==> config.mk <==
export PLATFORM = sky130hd
export DESIGN_NAME = pss_divider
export DESIGN_NICKNAME = d
export VERILOG_FILES = /design/src/rtl/pss_pkg.sv /design/src/rtl/pss_prescale.sv /design/src/rtl/pss_count.sv /design/src/rtl/pss_divider.sv
export SDC_FILE = /design/constraint.sdc
export NUM_CORES = 1
export LEC_CHECK = 0
export CAP_MARGIN = 20
export CORE_ASPECT_RATIO = 0.7
export CORE_MARGIN = 3
export CORE_UTILIZATION = 54
export CTS_CLUSTER_SIZE = 12
export DETAILED_ROUTE_END_ITERATION = 8
export MAX_ROUTING_LAYER = met4
export PLACE_DENSITY = 0.79
export SYNTH_ARGS = -nofsm -noshare
export SYNTH_HDL_FRONTEND = slang
export SYNTH_SLANG_ARGS = --single-unit
==> constraint.sdc <==
create_clock -name clk_i -period 2.9 [get_ports clk_i]
set_clock_uncertainty 0.05 [all_clocks]
set_input_delay 0.725 -clock clk_i [delete_from_list [all_inputs] [get_ports clk_i]]
set_output_delay 0.725 -clock clk_i [all_outputs]
set_load 0.1 [all_outputs]
==> src/rtl/pss_pkg.sv <==
package pss_pkg;

  localparam int unsigned PSS_MAIN_W = 13;
  localparam int unsigned PSS_SWAL_W = 5;

  // Main count actually used: a zero main count would never terminate.
  function automatic int unsigned eff_main(input int unsigned m);
    return (m == 0) ? 1 : m;
  endfunction

  // Swallow count actually used: cannot exceed the main count.
  function automatic int unsigned eff_swal(input int unsigned s, input int unsigned m_eff);
    return (s > m_eff) ? m_eff : s;
  endfunction

  // Input clocks per output period for a raw (M,S) setting.
  function automatic int unsigned div_ratio(input int unsigned m, input int unsigned s,
                                            input int unsigned swal_w);
    int unsigned me;
    me = eff_main(m);
    return (me << swal_w) + eff_swal(s, me);
  endfunction

  // Input clocks per period spent in the divide-by-(P+1) mode.
  function automatic int unsigned hi_clocks(input int unsigned m, input int unsigned s,
                                            input int unsigned swal_w);
    return ((1 << swal_w) + 1) * eff_swal(s, eff_main(m));
  endfunction

endpackage

==> src/rtl/pss_prescale.sv <==
module pss_prescale #(
  parameter int unsigned SWAL_W = pss_pkg::PSS_SWAL_W
) (
  input  logic clk_i,
  input  logic rst_ni,
  input  logic mod_hi_i,
  output logic tick_o
);

  localparam int unsigned CW   = SWAL_W + 1;
  localparam int unsigned BASE = 1 << SWAL_W;

  logic [CW-1:0] cnt_q;
  logic [CW-1:0] last_w;

  // Last count value: BASE-1 for divide-by-BASE, BASE for divide-by-(BASE+1)
  assign last_w = mod_hi_i ? CW'(BASE) : CW'(BASE - 1);
  assign tick_o = (cnt_q == last_w);

  always_ff @(posedge clk_i or negedge rst_ni) begin
    if (!rst_ni)     cnt_q <= '0;
    else if (tick_o) cnt_q <= '0;
    else             cnt_q <= cnt_q + CW'(1);
  end

endmodule

==> src/rtl/pss_count.sv <==
module pss_count #(
  parameter int unsigned MAIN_W = pss_pkg::PSS_MAIN_W,
  parameter int unsigned SWAL_W = pss_pkg::PSS_SWAL_W,
  localparam int unsigned WORD_W = MAIN_W + SWAL_W
) (
  input  logic              clk_i,
  input  logic              rst_ni,
  input  logic              tick_i,
  input  logic [WORD_W-1:0] word_i,
  output logic              mod_hi_o,
  output logic              wrap_o,
  output logic              pulse_o
);

  logic [MAIN_W-1:0] main_q;
  logic [SWAL_W-1:0] swal_q;
  logic              pulse_q;
  logic [MAIN_W-1:0] main_raw, main_ld;
  logic [SWAL_W-1:0] swal_raw, swal_ld;

  assign main_raw = word_i[WORD_W-1 -: MAIN_W];
  assign swal_raw = word_i[SWAL_W-1:0];
  assign main_ld  = MAIN_W'(pss_pkg::eff_main(int'(main_raw)));
  assign swal_ld  = SWAL_W'(pss_pkg::eff_swal(int'(swal_raw), int'(main_ld)));

  // Last prescaler period of the divide cycle is ending
  assign wrap_o   = tick_i && (main_q == MAIN_W'(1));
  assign mod_hi_o = (swal_q != '0);
  assign pulse_o  = pulse_q;

  always_ff @(posedge clk_i or negedge rst_ni) begin
    if (!rst_ni) begin
      main_q  <= MAIN_W'(1);
      swal_q  <= '0;
      pulse_q <= 1'b0;
    end else begin
      pulse_q <= wrap_o;
      if (wrap_o) begin
        main_q <= main_ld;
        swal_q <= swal_ld;
      end else if (tick_i) begin
        main_q <= main_q - MAIN_W'(1);
        if (swal_q != '0) swal_q <= swal_q - SWAL_W'(1);
      end
    end
  end

endmodule

==> src/rtl/pss_divider.sv <==
module pss_divider #(
  parameter int unsigned MAIN_W = pss_pkg::PSS_MAIN_W,
  parameter int unsigned SWAL_W = pss_pkg::PSS_SWAL_W,
  localparam int unsigned WORD_W = MAIN_W + SWAL_W
) (
  input  logic              clk_i,
  input  logic              rst_ni,
  input  logic [WORD_W-1:0] div_word_i,
  output logic              pulse_o,
  output logic              mod33_o
);

  logic tick_w;   // prescaler output tick
  logic wrap_w;   // terminal count of the divide cycle
  logic mod_w;    // modulus control into the prescaler

  pss_prescale #(.SWAL_W(SWAL_W)) pre_i (
    .clk_i    (clk_i),
    .rst_ni   (rst_ni),
    .mod_hi_i (mod_w),
    .tick_o   (tick_w)
  );

  pss_count #(.MAIN_W(MAIN_W), .SWAL_W(SWAL_W)) cnt_i (
    .clk_i    (clk_i),
    .rst_ni   (rst_ni),
    .tick_i   (tick_w),
    .word_i   (div_word_i),
    .mod_hi_o (mod_w),
    .wrap_o   (wrap_w),
    .pulse_o  (pulse_o)
  );

  assign mod33_o = mod_w;

endmodule

Word-level counts from Yosys, hierarchy flattened:

Index checks and enable logic that the tools add are counted.

* input bits: 20
* logic and storage cells: 25
* flip-flop bits (word level): 25

* reductions and logical operators: 6
* add/sub/neg operators: 3
* eq/ne operators: 2
* $lt $le $gt $ge: 1
* mux-type cells: 9

Operator list (number)
* 13-bit two-way mux: 3
* 5-bit two-way mux: 4
* 13-bit by 1-bit == test with 1-bit output, second input constant: 1
* 5-bit by 13-bit > comparator with 1-bit output: 1
* 13-bit zero test: 1
* 13-bit by 1-bit subtractor with 13-bit output, second input constant: 1
* 6-bit two-way mux: 2
* 6-bit by 1-bit adder with 6-bit output, second input constant: 1
* 6-bit == test: 1
* 5-bit nonzero test: 1
* 5-bit by 1-bit subtractor with 5-bit output, second input constant: 1
* 2-bit nonzero test: 2
* 2-bit AND reduction: 1
* 1-bit logical AND: 1

Longest topological paths before layout:

* word-level depth: 6
* mapped depth: 9
* gate-level depth less buffers: 8

Cells and area by module:

From an unflattened synthesis, not the netlist that was laid out.

* cell total of the unflattened synthesis: 196
* area total of the unflattened synthesis: 1742.9 um^2

Modules (own cells, without submodules)
* pss_count: times used 1, cells an instance 171, area each 1445.1 um^2, seq. area each 476.7 um^2
* pss_prescale: times used 1, cells an instance 25, area each 297.8 um^2, seq. area each 150.1 um^2

Least setup slack after synthesis:

OpenSTA, ideal clock, no wires.

* path kind: register to register
* from: reg cnt_i.swal_q[0]
* to: reg cnt_i.swal_q[0]
* arrival: 2885 ps
* buffers on the path: 1
* data required time: 2725 ps
* stages on the path, launching flop included: 9
* setup slack: -160 ps
* path through: dfrtp_1 inv_1 ha_1 or4b_1 clkbuf_1 nand3_1 o31a_2 nor2_4 mux2_2

* cells in the longest elaborated chain, start to end: 6
* elaborated cells between the ends (all ways): 11
* those cells by class: add/sub (1); eq/ne (1); mux (4); reduce/logical (5)

Ends and longest elaborated chain
* start: declaration: line pss_count.sv:16 `logic [SWAL_W-1:0] swal_q;`
* start signal: assignment: line pss_count.sv:40 `swal_q <= swal_ld;`
* start signal: assignment: line pss_count.sv:43 `if (swal_q != '0) swal_q <= swal_q - SWAL_W'(1);`
* 5-bit nonzero test (*): line pss_count.sv:28 `assign mod_hi_o = (swal_q != '0);`
* named net mod33_o: line pss_divider.sv:10 `output logic mod33_o`
* 6-bit two-way mux (*): line pss_prescale.sv:17 `assign last_w = mod_hi_i ? CW'(BASE) : CW'(BASE - 1);`
* 6-bit == test (*): line pss_prescale.sv:18 `assign tick_o = (cnt_q == last_w);`
* 1-bit logical AND (*): line pss_count.sv:27 `assign wrap_o = tick_i && (main_q == MAIN_W'(1));`
* named net cnt_i.wrap_o: line pss_count.sv:11 `output logic wrap_o,`
* 2-bit nonzero test (no line)
* 2-bit AND reduction (no line)

The timed path passes the listed nets; every way through them passes the cells marked *. The select of a mux whose other input is x is not followed.
A chain may end at the register's enable or synchronous reset.

Worst setup path in the final report:

* from: in div_word_i[15]
* to: reg cnt_i.swal_q[2]

* cells in the longest elaborated chain, start to end: 5

Ends and longest elaborated chain
* start: declaration: line pss_divider.sv:8 `input logic [WORD_W-1:0] div_word_i,`
* 13-bit zero test: line pss_pkg.sv:8 `return (m == 0) ? 1 : m;`
* 13-bit two-way mux (*): line pss_pkg.sv:8
* 5-bit by 13-bit > comparator with 1-bit output: line pss_pkg.sv:13 `return (s > m_eff) ? m_eff : s;`
* 5-bit two-way mux (*): line pss_pkg.sv:13
* 5-bit two-way mux (*): line pss_count.sv:38 `if (wrap_o) begin`

Mark *: on every way between the ends. The rest lies on a longest branch, timed or not.

==> qor.csv <==
metric,value,unit
Max Slew Vio Count,0,
Final Wtd Congestion,0.866,
Synth Area in Simple Gates,18.3,%
area post-placement,0.00196,mm^2
"flops & latches, synth",25,
ranking of synthesized cells by area,"dfrtp_1, ha_1, mux2i_1",
RR Endpoint,cnt_i.swal_q[0]$_DFFE_PN0P_,
Top-Level Pins,22,
hold depth,1,
fin crit share,95.5,%
Synth async-reset ratio,100,%
RSZ-0062 raised after global routing,no,
Site Rows,16,
Post-Synth XOR/XNOR Area,3.76,%
"Largest stage delay, worst path",0.44,ns
Hold WS,0.462,ns
Crit path top cell by count,buf_4,
number of buffers created by CTS,3,
Post-DP HPWL,3.07,mm
core area,0.00284,mm^2
CTS Sinks,25,
post-route cell area,0.00203,mm^2
# fillers,213,
port bufs,21,
unique cell type count in the Yosys netlist,52,
critical path startpoint,div_word_i[15],
drt pass-1 iters,4,
Clock Latency Late Sink,0.28,ns
Crit Path Class,input port to flop,
total number of vias,1459,
share of cells above drive strength 1,19.0,%
max_cap viols,0,
cell taking the most area after synthesis,dfrtp_1,
Static Leak,0.844,nW
wire per inst,17.4,um
P&R area growth vs syn,24.4,%
antenna fix cells,0,
fin util,71.3,%
relative slew slack,60.6,%
flop2flop setup slack,0.41,ns
HP Class,flop to flop,
Critical-path top delay cell,clkdlybuf4s50_1,
CTS root buffer,clkbuf_8,
Place WS,-0.337,ns
PnR worst setup slack,0.132,ns
"Avg Cell Area, Syn",9.59,um^2
Layout Nets,235,
CP Launch Type,input port,
multi-input logic area,928,um^2
FMAX,0.361,GHz
Peak VDD IR,0.000281,V
initial core utilization,57.4,%
first-pass GRT wire length,6.92,mm
Detail Route Antenna Nets,0,
Gate Count Post-Synth,170,
reg-to-reg startpoint,cnt_i.swal_q[0]$_DFFE_PN0P_,
status,finished clean,
Power Density,318,mW/mm^2
postcts setup bufs,0,
Reg area,627,um^2
die footprint,0.00372,mm^2
routed wire length,4.19,mm
vias in the first global route,1449,
"EDFF count, synth",0,
final setup fails,0,
CTS tree,built,
Worst Path Arrival,2.88,ns
GR Overflow Total,0,
R2R depth,6,
# DRC,0,
synth cell count leaders,"dfrtp_1, inv_1, nor2_1, o21ai_0, a21oi_1",
clock slew at reported path FFs,0.09,ns
Die Span Y,52.0,um
final hold viol count,0,
total track usage,25.3,%
most frequent cell after synthesis,dfrtp_1,
Mapped Area,0.00163,mm^2
H-tree Lvls,1,
crit path max fanout,3,
pin count of the biggest net entering global routing,26,
sequential share of the synthesized area,38.4,%
Main synth FF type,dfrtp_1,
die width,71.7,um
post-synthesis compound-gate area fraction,21.9,%
Worst setup endpoint,cnt_i.swal_q[2]$_DFFE_PN0P_,
initial antenna violation count,0,
crit path time final,2.77,ns
combinational family with the most area after synthesis,compound AO/OA/AOI/OAI gates,
YS warnings,0,
CP required,3.01,ns
vias per cell,6.05,
Worst Setup End Kind,flop,
Worst Tran Pin Value,0.583,ns
First DRT Iteration DRCs,117,
multiplexer share of the synthesized area,4.99,%
post-synthesis net count,199,
crit path cell chain,"clkdlybuf4s50_1, nor4_2, buf_4, a31o_2, ha_1, nand2_1, o211ai_1, a31oi_2, buf_4, mux2i_1, a21oi_1",
Post-Synth Adder-Cell Area,6.91,%
Bufs on Longest Clock Path,2,
share of the synthesized area in the top cell type,36.8,%
==> placed cells by master, fill, tap and decap left out, drive strengths merged, types with 2 or more instances in the layout <==
| master | netlist | layout |
|---|---|---|
| xnor2 | 4 | 4 |
| inv | 14 | 14 |
| mux2i | 7 | 7 |
| o21ai | 11 | 11 |
| buf | 5 | 18 |
| nand4 | 2 | 2 |
| or4 | 4 | 4 |
| dlymetal6s2s | 0 | 2 |
| a22oi | 7 | 7 |
| nand2 | 5 | 5 |
| o31ai | 2 | 2 |
| nor3 | 4 | 4 |
| a2bb2oi | 2 | 2 |
| nor4 | 6 | 6 |
| o21a | 2 | 2 |
| o22a | 5 | 5 |
| a21oi | 10 | 10 |
| nand3 | 6 | 6 |
| or3 | 2 | 2 |
| nor2 | 13 | 13 |
| clkbuf | 1 | 4 |
| clkdlybuf4s50 | 0 | 17 |
| xor2 | 3 | 3 |
| dfrtp | 24 | 24 |
| ha | 9 | 9 |
| o211ai | 2 | 2 |
==> cells by family after synthesis <==
logic type | count (synthesis)
simple gates | 51
compound gates | 50
flops | 25
buf+inv | 20
fa+ha+maj | 9
mux | 8
xor+xnor | 7
==> registers in the layout, summed over array words and instances (netlist names) <==
signal / cells
pre_i.cnt_q: 6
cnt_i.swal_q: 5
cnt_i.main_q: 13
cnt_i.pulse_o: 1
==> final cells by class <==
| cell class | instances | share of cell area, % |
|---|---|---|
| tap | 36 | 2.22 |
| multi-input combinational | 125 | 45.8 |
| clock buffer | 4 | 2.22 |
| timing repair buffer | 37 | 16.3 |
| inverter | 14 | 2.59 |
| sequential | 25 | 30.9 |
==> critical path: cells and delay by family <==
family	cells	cell delay (ns)
buffers and inverters	3	0.78
AOI/OAI and AO/OA	4	0.58
and+or+nand+nor	2	0.36
adders and majority gates	1	0.23
muxes	1	0.19
==> metal layers <==
layer	vias to the layer above	share of wire (%)	wire, um	track usage (%)
met5	-	0	0	-
met4	0	1.5	63	9.06
met3	7	5.8	241	5.41
met2	42	46	1920	38.6
met1	707	47	1960	33.5
li1	703	-	-	-
==> through the flow <==
| stage | total power [mW] | cells | setup TNS (ns) |
|---|---|---|---|
| after floorplan | 0.380 | 170 | 0 |
| after global placement | 0.432 | 237 | -1.31 |
| after detailed placement | 0.435 | 237 | -1.46 |
| after CTS | 0.648 | 241 | 0 |
| after global routing | 0.671 | 241 | 0 |
| final | 0.645 | 241 | 0 |
==> where the power goes <==
group / total [mW] / switching [mW] / leakage [nW] / internal [mW]
Clock: 0.214 / 0.115 / 0.0228 / 0.0986
Sequential: 0.353 / 0.00294 / 0.287 / 0.350
Combinational: 0.0778 / 0.0343 / 0.533 / 0.0435
==> worst min-delay path by stage <==
stage / startpoint / endpoint / slack [ns]
finish: pre_i.cnt_q[0]$_DFF_PN0_ / pre_i.cnt_q[0]$_DFF_PN0_ / 0.46
detailed placement: pre_i.cnt_q[0]$_DFF_PN0_ / pre_i.cnt_q[0]$_DFF_PN0_ / 0.45
global placement: cnt_i.main_q[8]$_DFFE_PN0P_ / cnt_i.main_q[8]$_DFFE_PN0P_ / 0.44
global route: pre_i.cnt_q[0]$_DFF_PN0_ / pre_i.cnt_q[0]$_DFF_PN0_ / 0.49
floorplan: rst_ni / cnt_i.main_q[10]$_DFFE_PN0P_ / 0.38
CTS: pre_i.cnt_q[0]$_DFF_PN0_ / pre_i.cnt_q[0]$_DFF_PN0_ / 0.46
==> timing repair <==
item                                    in CTS  in global routing
pin swaps                                    0                  1
endpoints found under the hold margin        0                  0
resized for setup                            1                  4
hold buffers                                 0                  0
endpoints found under the setup margin       3                  4
Power figures use the tool's default switching activity.
